**src/rtl/updown_timer_pkg.sv**
```systemverilog
package updown_timer_pkg;

    localparam int CTRL_RUN_BIT  = 6;
    localparam int CTRL_RLD_BIT  = 3;
    localparam int CTRL_CLR_BIT  = 2;
    localparam logic [7:0] CTRL_RUN_MASK = 8'h40;
    localparam logic [7:0] CTRL_RW_MASK  = 8'h4F;

    typedef struct packed {
        logic       rsv7;
        logic       run;
        logic [1:0] rsv54;
        logic       reload_en;
        logic       clear_en;
        logic [1:0] clr_src;
    } ctrl_t;

    typedef struct packed {
        logic variant_b;
        logic updown;
    } mode_t;

    typedef enum logic [1:0] {
        ADR_CTRL = 2'd0,
        ADR_CMP  = 2'd1,
        ADR_MODE = 2'd2,
        ADR_CNT  = 2'd3
    } addr_e;

    typedef enum logic [2:0] {
        ACT_HOLD,
        ACT_INC,
        ACT_DEC,
        ACT_ZERO,
        ACT_RELOAD,
        ACT_TOP
    } act_e;

    // Merge a candidate control value into the current one; a running
    // counter lets only the run bit through.
    function automatic logic [7:0] ctrl_merge(input logic [7:0] cur,
                                              input logic [7:0] cand);
        logic [7:0] res;
        if (cur[CTRL_RUN_BIT])
            res = (cur & ~CTRL_RUN_MASK) | (cand & CTRL_RUN_MASK);
        else
            res = cand & CTRL_RW_MASK;
        return res;
    endfunction

endpackage

```
**src/rtl/tmr_regs.sv**
```systemverilog
module tmr_regs
    import updown_timer_pkg::*;
#(
    parameter int CNT_W = 16,
    parameter int BUS_W = 16
) (
    input  logic             clk,
    input  logic             rst,
    input  logic             bus_wr,
    input  logic [1:0]       bus_addr,
    input  logic [BUS_W-1:0] bus_wdata,
    input  logic             bit_wr,
    input  logic [2:0]       bit_sel,
    input  logic             bit_val,
    output ctrl_t            ctrl_o,
    output logic [CNT_W-1:0] cmp_o,
    output mode_t            mode_o
);

    logic [7:0] ctrl_bits;
    logic [7:0] ctrl_cand;
    logic       wr_ctrl;

    assign wr_ctrl = bus_wr && (addr_e'(bus_addr) == ADR_CTRL);

    always_comb begin
        ctrl_cand = ctrl_bits;
        if (wr_ctrl)
            ctrl_cand = bus_wdata[7:0];
        else if (bit_wr)
            ctrl_cand[bit_sel] = bit_val;
    end

    always_ff @(posedge clk) begin
        if (rst) begin
            ctrl_bits <= '0;
            cmp_o     <= '0;
            mode_o    <= '0;
        end else begin
            if (wr_ctrl || bit_wr)
                ctrl_bits <= ctrl_merge(ctrl_bits, ctrl_cand);
            if (bus_wr && (addr_e'(bus_addr) == ADR_CMP))
                cmp_o <= bus_wdata[CNT_W-1:0];
            if (bus_wr && (addr_e'(bus_addr) == ADR_MODE))
                mode_o <= mode_t'(bus_wdata[1:0]);
        end
    end

    assign ctrl_o = ctrl_t'(ctrl_bits);

    assert_protect_R3: assert property (@(posedge clk) disable iff (rst)
        (ctrl_bits[CTRL_RUN_BIT] && (wr_ctrl || bit_wr))
        |=> $stable({ctrl_bits[7], ctrl_bits[5:0]}))
        else $error("protected control bit changed while running");

endmodule

```
**src/rtl/tmr_step.sv**
```systemverilog
module tmr_step
    import updown_timer_pkg::*;
#(
    parameter int CNT_W = 16
) (
    input  logic             tick,
    input  logic             dir_up,
    input  logic             run,
    input  logic             reload_en,
    input  logic             clear_en,
    input  mode_t            mode,
    input  logic [CNT_W-1:0] cnt,
    input  logic [CNT_W-1:0] cmp,
    output act_e             act,
    output logic             match_evt,
    output logic             uflow_evt
);

    logic hit;
    assign hit = (cnt == cmp);

    always_comb begin
        act       = ACT_HOLD;
        match_evt = 1'b0;
        uflow_evt = 1'b0;
        if (tick && run) begin
            match_evt = hit;
            if (!mode.updown) begin
                act = (clear_en && hit) ? ACT_ZERO : ACT_INC;
            end else if (dir_up) begin
                act = ACT_INC;
            end else if (cnt == '0) begin
                uflow_evt = 1'b1;
                act = (!mode.variant_b && reload_en) ? ACT_RELOAD : ACT_TOP;
            end else begin
                act = ACT_DEC;
            end
        end
    end

endmodule

```
**src/rtl/tmr_count.sv**
```systemverilog
module tmr_count
    import updown_timer_pkg::*;
#(
    parameter int CNT_W = 16
) (
    input  logic             clk,
    input  logic             rst,
    input  act_e             act,
    input  logic             match_evt,
    input  logic             uflow_evt,
    input  logic [CNT_W-1:0] cmp,
    output logic [CNT_W-1:0] cnt_o,
    output logic             match_o,
    output logic             uflow_o
);

    logic [CNT_W-1:0] nxt;

    always_comb begin
        unique case (act)
            ACT_INC:    nxt = cnt_o + 1'b1;
            ACT_DEC:    nxt = cnt_o - 1'b1;
            ACT_ZERO:   nxt = '0;
            ACT_RELOAD: nxt = cmp;
            ACT_TOP:    nxt = '1;
            default:    nxt = cnt_o;
        endcase
    end

    always_ff @(posedge clk) begin
        if (rst) begin
            cnt_o   <= '0;
            match_o <= 1'b0;
            uflow_o <= 1'b0;
        end else begin
            cnt_o   <= nxt;
            match_o <= match_evt;
            uflow_o <= uflow_evt;
        end
    end

    assert_uflow_from_zero_R8: assert property (@(posedge clk) disable iff (rst)
        uflow_o |-> ($past(cnt_o) == '0))
        else $error("underflow pulse without a step from zero");

endmodule

```
**src/rtl/updown_timer.sv**
```systemverilog
module updown_timer
    import updown_timer_pkg::*;
#(
    parameter int CNT_W = 16,
    parameter int BUS_W = 16
) (
    input  logic             clk,
    input  logic             rst,
    input  logic             bus_wr,
    input  logic [1:0]       bus_addr,
    input  logic [BUS_W-1:0] bus_wdata,
    input  logic             bit_wr,
    input  logic [2:0]       bit_sel,
    input  logic             bit_val,
    output logic [BUS_W-1:0] bus_rdata,
    input  logic             tick,
    input  logic             dir_up,
    output logic [CNT_W-1:0] count_o,
    output logic             match_o,
    output logic             uflow_o
);

    ctrl_t            ctrl_q;
    mode_t            mode_q;
    logic [CNT_W-1:0] cmp_q;
    act_e             act;
    logic             match_evt;
    logic             uflow_evt;

    tmr_regs #(.CNT_W(CNT_W), .BUS_W(BUS_W)) u_regs (
        .clk       (clk),
        .rst       (rst),
        .bus_wr    (bus_wr),
        .bus_addr  (bus_addr),
        .bus_wdata (bus_wdata),
        .bit_wr    (bit_wr),
        .bit_sel   (bit_sel),
        .bit_val   (bit_val),
        .ctrl_o    (ctrl_q),
        .cmp_o     (cmp_q),
        .mode_o    (mode_q)
    );

    tmr_step #(.CNT_W(CNT_W)) u_step (
        .tick      (tick),
        .dir_up    (dir_up),
        .run       (ctrl_q.run),
        .reload_en (ctrl_q.reload_en),
        .clear_en  (ctrl_q.clear_en),
        .mode      (mode_q),
        .cnt       (count_o),
        .cmp       (cmp_q),
        .act       (act),
        .match_evt (match_evt),
        .uflow_evt (uflow_evt)
    );

    tmr_count #(.CNT_W(CNT_W)) u_count (
        .clk       (clk),
        .rst       (rst),
        .act       (act),
        .match_evt (match_evt),
        .uflow_evt (uflow_evt),
        .cmp       (cmp_q),
        .cnt_o     (count_o),
        .match_o   (match_o),
        .uflow_o   (uflow_o)
    );

    always_comb begin
        bus_rdata = '0;
        unique case (addr_e'(bus_addr))
            ADR_CTRL: bus_rdata[7:0]       = ctrl_q;
            ADR_CMP:  bus_rdata[CNT_W-1:0] = cmp_q;
            ADR_MODE: bus_rdata[1:0]       = mode_q;
            default:  bus_rdata[CNT_W-1:0] = count_o;
        endcase
    end

    assert_hold_R4: assert property (@(posedge clk) disable iff (rst)
        !(tick && ctrl_q.run) |=> $stable(count_o))
        else $error("counter moved without a counted tick");

    assert_gp_clear_R6: assert property (@(posedge clk) disable iff (rst)
        (match_o && $past(!mode_q.updown && ctrl_q.clear_en)) |-> (count_o == '0))
        else $error("match with clear enabled did not zero the counter");

    assert_reload_R9: assert property (@(posedge clk) disable iff (rst)
        (uflow_o && $past(!mode_q.variant_b && ctrl_q.reload_en)) |-> (count_o == $past(cmp_q)))
        else $error("reload did not load the compare value");

    assert_wrap_top_R8: assert property (@(posedge clk) disable iff (rst)
        (uflow_o && !$past(!mode_q.variant_b && ctrl_q.reload_en)) |-> (count_o == '1))
        else $error("underflow without reload did not wrap to all ones");

    assert_uflow_mode_R10: assert property (@(posedge clk) disable iff (rst)
        uflow_o |-> $past(mode_q.updown))
        else $error("underflow outside up/down mode");

endmodule

```
**config.mk**
```make
export PLATFORM = sky130hd
export DESIGN_NAME = updown_timer
export DESIGN_NICKNAME = d
export VERILOG_FILES = /design/src/rtl/updown_timer_pkg.sv /design/src/rtl/tmr_regs.sv /design/src/rtl/tmr_step.sv /design/src/rtl/tmr_count.sv /design/src/rtl/updown_timer.sv
export SDC_FILE = /design/constraint.sdc
export NUM_CORES = 1
export LEC_CHECK = 0
export BUFFER_PORTS_ARGS = -buffer_cell sky130_fd_sc_hd__buf_4
export CAP_MARGIN = 20
export CORE_MARGIN = 5
export CORE_UTILIZATION = 50
export DETAILED_ROUTE_END_ITERATION = 16
export GPL_TIMING_DRIVEN = 0
export PLACE_DENSITY = 0.73
export SYNTH_ARGS = -nofsm -noshare
export SYNTH_HDL_FRONTEND = slang
export SYNTH_SLANG_ARGS = --single-unit
```
**constraint.sdc**
```tcl
create_clock -name clk -period 3.7 [get_ports clk]
set_input_delay 0.555 -clock clk [delete_from_list [all_inputs] [get_ports clk]]
set_output_delay 0.555 -clock clk [all_outputs]
set_load 0.05 [all_outputs]
```
==> flow_metrics.env, run 1 <==
export IMPL_fin_util=0.6127
export IMPL_worstPathArrival_ns=3.77
export IMPL_synth_top_area_share=0.2608
export IMPL_drt_pass1_iterations=4
export IMPL_fin_skew_ns=0.007991
export IMPL_crit_type="flip-flop to flip-flop"
export IMPL_grt_setup_unrepaired="no"
export IMPL_cts_tree="done"
export IMPL_postSynth_asyncResetShare=0
export IMPL_synth_top_area_cell="dfxtp_1"
export IMPL_p_int_mw=0.7551
export IMPL_hpwlAfterDp_um=7316
export IMPL_via_per_inst=5.883
export IMPL_drive_gt1_frac=0.1946
export IMPL_netSwitchingPower_mw=0.3391
export IMPL_comb_power_share=0.229
export IMPL_max_freq_mhz=283.7
export IMPL_critPathLaunchType="flip-flop"
export IMPL_stdcell_count=555
export IMPL_crit_path_end_kind="flip-flop"
export IMPL_design_area_sq_um=3824
export IMPL_syn_area_per_cell_sq_um=7.675
export IMPL_clkLatencyLatePin_ns=0.30
export IMPL_fp_row_count=29
export IMPL_drv_cap=0
export IMPL_grtUsageTotal=0.2455
export IMPL_dpl_cell_area_sq_um=3705
export IMPL_ys_warn_count=0
export IMPL_relSlewSlack=0.5244
export IMPL_yosysMostFrequentCell="nor2_1"
export IMPL_die_x_um=89.33
export IMPL_place_port_buffers=60
export IMPL_grt_pass1_vias=3080
export IMPL_fin_crit_sh=0.9528
export IMPL_yosysSeqAreaShare=0.2608
export IMPL_status="finished, final reports clean"
export IMPL_die_y_um=89.33
export IMPL_synth_top_cells_by_count="nor2_1 (60), nand2_1 (50), dfxtp_1 (41), a21oi_1 (36), xnor2_1 (25)"
export IMPL_die_area_sq_um=7980
export IMPL_post_cts_buffers=0
export IMPL_powerDensity_nw_per_um2=286.2
export IMPL_syn_area_sq_um=3147
export IMPL_min_period_ns=3.525
export IMPL_cts_root_buf="clkbuf_8"
export IMPL_dp_cells=548
export IMPL_io_pins=62
export IMPL_initial_utilization=0.5042
export IMPL_power_frac_seq=0.444
export IMPL_ant_nets=0
export IMPL_ys_types=61
export IMPL_p_clk_frac=0.327
export IMPL_cts_hold_buf=0
export IMPL_synth_area_leaders="dfxtp_1 (26%), nor2_1 (7.2%), xnor2_1 (7.0%)"
export IMPL_path_max_fanout=8
export IMPL_hp_class="input pin to flip-flop"
export IMPL_routabilityCongestion=0.9099
export IMPL_holdWs_ns=0.5003
export IMPL_power_total_mw=1.094
export IMPL_grt_pass1_wl_um=15170
export IMPL_grt_max_degree=13
export IMPL_route_detailed_drc=0
export IMPL_numCtsBuffers=5
export IMPL_ys_seq_elements=41
export IMPL_slew_violations=0
export IMPL_grt_antenna_before_repair=0
export IMPL_nets=521
export IMPL_overflow=0
export IMPL_vias=3265
export IMPL_worst_slew_pin_slew_ns=0.7134
export IMPL_clock_sinks=41
export IMPL_netSwitchingFraction=0.3099
export IMPL_finalSetupViolCount=0
export IMPL_ir_worst_vdd_mv=0.2321
export IMPL_cts_buffer_depth=2
export IMPL_htree_levels=2
export IMPL_tns_ns=0
export IMPL_syn2layout_area_growth_pct=21.51
export IMPL_place_ws_ns=0.04335
export IMPL_leakage_nw=1.651
export IMPL_hold_viol_final=0
export IMPL_synth_ff_type="dfxtp_1"
export IMPL_wl_per_cell_um=17.20
export IMPL_cts_clk_slew_worst_paths_ns=0.08
export IMPL_drt_wl_total_um=9545
export IMPL_first_iter_violations=234
export IMPL_synthCells=410
export IMPL_diodes=0
export IMPL_crit_required_ns=3.95
export IMPL_syn_nets=453
export IMPL_core_sq_um=6241
export IMPL_fin_ws_ns=0.1746
export IMPL_synth_edff_count=0
## what timing repair did
action	in CTS	in global routing
endpoints found under the hold margin	0	0
resized for setup	0	3
endpoints found under the setup margin	0	1
## cell type report
cell class                      count  area (sq um)
Fill cell                         583          2417
Clock inverter                      2         35.03
Tap cell                           77         96.34
Multi-Input combinational cell    343          2217
Timing Repair Buffer               61         461.7
Inverter                            4         15.01
Buffer                             22         108.9
Clock buffer                        5         68.82
Sequential cell                    41         820.8
## critical path, cell delays in order, from the launching register on
cell	delay (ns)
dfxtp_1	0.63
nor4_2	0.11
and4_4	0.19
nor2_2	0.39
buf_6	0.21
ha_1	0.23
buf_4	0.16
nand3_1	0.15
o211ai_2	0.13
or4_4	0.44
o211a_1	0.22
nor4_1	0.44
o21ba_1	0.17
## power groups by stage
stage	registers [mW]	logic [mW]	clock network, mW
after detailed placement	0.495	0.243	0
after global placement	0.495	0.239	0
after global routing	0.488	0.269	0.385
after CTS	0.484	0.247	0.362
after floorplan	0.509	0.147	0
final	0.486	0.250	0.358
## cell families after synthesis
family / share of synthesized area
AND/OR/NAND/NOR: 0.2696
AO/OA/AOI/OAI: 0.2179
flip-flops: 0.2608
XOR/XNOR: 0.08071
buffers and inverters: 0.03936
multiplexers: 0.06958
adder cells (fa/ha/maj): 0.06203
## state kept, by name (all words and copies together) (netlist names)
register / count
u_regs.mode_o: 2
u_regs.ctrl_o: 5
u_count.cnt_o: 16
u_regs.cmp_o: 16
u_count.uflow_o: 1
u_count.match_o: 1
## path summary, 6_finish.rpt
kind                          from                 to  slack, ns  depth (start not counted)
setup / recovery  u_count.cnt_o[0]  u_count.cnt_o[15]       0.17                         12
setup reg to reg  u_count.cnt_o[0]  u_count.cnt_o[15]       0.17                         12
hold / removal        bus_wdata[4]    u_regs.cmp_o[4]       0.50                          3
hold reg to reg    u_regs.cmp_o[2]    u_regs.cmp_o[2]       0.51                          2
## routing by layer
| metal | track usage | vias to the layer above | part of all wire |
|---|---|---|---|
| li1 | - | 1598 | - |
| met1 | 0.3246 | 1523 | 0.44 |
| met2 | 0.4052 | 117 | 0.47 |
| met3 | 0.04055 | 27 | 0.054 |
| met4 | 0.08254 | 0 | 0.031 |
| met5 | 0 | - | 0 |
## cell usage in the layout (no fill, tap or decap), drive strengths merged, types with 5 or more instances in the layout
cell type and n:
nor2 60, clkbuf 19, nor3 13, buf 69
nor4 9, mux2i 14, a211oi 17, xnor2 25
ha 14, nor2b 13, nand2 50, dfxtp 41
a21oi 37, nand3 11, and2 5, o21ai 15
No activity file was read; power rests on OpenSTA's default activity.
==> run 2: changes to the inputs <==
SYNTH_HIERARCHICAL = 1   (was not set)
==> flow_metrics.env, run 2 <==
export IMPL_netSwitchingPower_mw=0.3437
export IMPL_clkLatencyLatePin_ns=0.30
export IMPL_cts_hold_buf=0
export IMPL_synth_top_cells_by_count="nand2_1 (47), a21oi_1 (41), dfxtp_1 (41), nor2_1 (40), mux2i_1 (21)"
export IMPL_worstPathArrival_ns=3.74
export IMPL_cts_root_buf="clkbuf_8"
export IMPL_drt_met1_wl_um=4237
export IMPL_stdcell_count=541
export IMPL_ys_types=67
export IMPL_grt_pass1_vias=3065
export IMPL_synth_top_area_share=0.2584
export IMPL_postSynth_asyncResetShare=0
export IMPL_min_period_ns=3.554
export IMPL_hp_class="input pin to flip-flop"
export IMPL_routabilityCongestion=0.8621
export IMPL_whs_path_depth=3
export IMPL_ys_seq_elements=41
export IMPL_yosysSeqAreaShare=0.2584
export IMPL_htree_levels=2
export IMPL_synthCells=391
export IMPL_num_fill_cells=569
export IMPL_diodes=0
export IMPL_r2r_end="u_count/cnt_o[14]"
export IMPL_finalSetupViolCount=0
export IMPL_critPathLaunchType="flip-flop"
export IMPL_rr_worst_depth=15
export IMPL_r2r_start="u_count/cnt_o[9]"
export IMPL_drt_pass1_iterations=5
export IMPL_worst_slew_pin_slew_ns=0.5398
export IMPL_final_seq_area_sq_um=844.6
export IMPL_syn2layout_area_growth_pct=24.30
export IMPL_grt_pass1_wl_um=15360
export IMPL_mostFrequentLayoutCells="buf_4 (70), nand2_1 (46), a21oi_1 (41)"
export IMPL_slew_violations=0
export IMPL_route_detailed_drc=0
export IMPL_numCtsBuffers=5
export IMPL_status="finished, final reports clean"
export IMPL_drive_gt1_frac=0.2888
export IMPL_drv_cap=0
export IMPL_crit_path_cell_trace="nor4_2 -> nand4_1 -> a21o_1 -> a21oi_1 -> clkbuf_4 -> nor2_1 -> nand2_2 -> inv_6 -> ha_1 -> nor2b_4 -> o31a_4 -> o311ai_4 -> a21oi_2 -> o21a_1 -> o32ai_1"
export IMPL_fin_crit_sh=0.9605
export IMPL_leakage_nw=1.645
export IMPL_crit_required_ns=3.89
export IMPL_netSwitchingFraction=0.3098
export IMPL_path_max_fanout=16
export IMPL_crit_path_end_kind="flip-flop"
export IMPL_multi_input_area_sq_um=2272
export IMPL_nets=506
export IMPL_critPathMaxStageDelay_ns=0.38
export IMPL_fin_skew_ns=0.006903
export IMPL_hpwlAfterDp_um=7013
export IMPL_mostFrequentLayoutCell="buf_4"
export IMPL_grt_antenna_before_repair=0
export IMPL_first_iter_violations=283
export IMPL_highest_layer="met4"
export IMPL_crit_type="flip-flop to flip-flop"
export IMPL_powerDensity_nw_per_um2=281.0
export IMPL_synth_ff_type="dfxtp_1"
export IMPL_synth_top_area_cell="dfxtp_1"
export IMPL_die_area_sq_um=8048
export IMPL_relSlewSlack=0.6401
export IMPL_min_to="u_regs/cmp_o[4]"
export IMPL_syn_area_per_cell_sq_um=8.125
export IMPL_syn_area_sq_um=3177
export IMPL_via_per_inst=6.000
export IMPL_io_pins=62
export IMPL_cts_clk_slew_worst_paths_ns=0.09
export IMPL_grt_max_degree=17
export IMPL_cts_buffer_depth=2
export IMPL_fp_row_count=29
export IMPL_cts_tree="done"
export IMPL_synth_area_leaders="dfxtp_1 (26%), mux2i_1 (6.6%), a21oi_1 (6.5%)"
export IMPL_die_y_um=89.71
export IMPL_place_port_buffers=61
export IMPL_min_from="bus_wdata[4]"
export IMPL_synth_edff_count=0
export IMPL_max_freq_mhz=281.4
export IMPL_dr_wl_met3_um=568
export IMPL_die_x_um=89.71
export IMPL_p_clk_frac=0.334
export IMPL_p_int_mw=0.7658
export IMPL_comb_power_share=0.225
export IMPL_dp_cells=531
export IMPL_drt_wl_total_um=9284
export IMPL_hold_viol_final=0
export IMPL_yosysMostFrequentCell="nand2_1"
export IMPL_clock_sinks=41
export IMPL_vias=3246
export IMPL_r2r_setup_slack_ns=0.15
export IMPL_overflow=0
export IMPL_routed_wl_met2_um=4372
export IMPL_ir_worst_vdd_mv=0.1371
export IMPL_wl_per_cell_um=17.16
export IMPL_power_frac_seq=0.441
export IMPL_ys_warn_count=6
export IMPL_core_sq_um=6277
export IMPL_slowest_stage="dfxtp_2"
export IMPL_ant_nets=0
export IMPL_initial_utilization=0.5061
export IMPL_grtUsageTotal=0.2267
export IMPL_tns_ns=0
-- run 2: final cells by class --
class,count,share of cell area
Sequential cell,41,0.2139
Clock inverter,2,0.009823
Multi-Input combinational cell,325,0.5754
Timing Repair Buffer,63,0.1198
Tap cell,77,0.02440
Buffer,20,0.03042
Inverter,7,0.007921
Clock buffer,6,0.01838
-- run 2: kinds of logic after synthesis --
| logic type | synth area share |
|---|---|
| flip-flops | 0.2584 |
| AND/OR/NAND/NOR | 0.2517 |
| AO/OA/AOI/OAI | 0.2304 |
| other | 0.001180 |
| adder cells (fa/ha/maj) | 0.06144 |
| XOR/XNOR | 0.07129 |
| buffers and inverters | 0.04529 |
| multiplexers | 0.08035 |
-- run 2: metrics by stage --
stage	cell area [sq um]	power [mW]	worst slack [ns]	hold slack, ns	util
after detailed placement	3752	0.7380	-0.4065	0.5025	0.5978
after CTS	3890	1.104	0.01307	0.4940	0.6197
final	3949	1.110	0.1463	0.4922	0.6291
after global routing	3949	1.154	-0.03772	0.4993	0.6291
after global placement	3752	0.7336	-0.3862	0.4946	0.5978
after floorplan	3198	0.6517	0.02941	0.4706	-
-- run 2: how the worst max path moves through the flow --
stage / start / endpoint / slack [ns] / cells after the start
after global placement: tick / u_count/cnt_o[14] / -0.39 / 13
final: u_count/cnt_o[9] / u_count/cnt_o[14] / 0.15 / 15
after global routing: u_count/cnt_o[1] / u_count/cnt_o[14] / -0.04 / 13
after floorplan: u_count/cnt_o[15] / u_count/cnt_o[14] / 0.03 / 13
after detailed placement: tick / u_count/cnt_o[14] / -0.41 / 13
after CTS: u_regs/cmp_o[14] / u_count/cnt_o[14] / 0.01 / 13
-- run 2: timing repair --
item                                    in CTS  in global routing
setup buffers                                1                  1
pin swaps                                    1                  2
endpoints found under the setup margin      11                  7
resized for setup                            5                 13
-- run 2: critical path: cells and delay by family, from the launching register on --
kind,cells,cell delay [ns]
AO/OA/AOI/OAI,7,1.51
adder cells (fa/ha/maj),1,0.33
buffers and inverters,2,0.33
flip-flops,1,0.38
AND/OR/NAND/NOR,5,0.88
-- run 2: power by group through the flow --
stage,Combinational (mW),Sequential (mW),Clock (mW)
finish,0.249,0.489,0.371
global route,0.268,0.492,0.394
CTS,0.243,0.487,0.374
detailed placement,0.240,0.498,0
global placement,0.236,0.497,0
floorplan,0.141,0.510,0
-- run 2: routing by layer --
| layer | vias up | track usage |
|---|---|---|
| li1 | 1563 | - |
| met1 | 1539 | 0.3122 |
| met2 | 131 | 0.3695 |
| met3 | 13 | 0.03923 |
| met4 | 0 | 0.05038 |
| met5 | - | 0 |
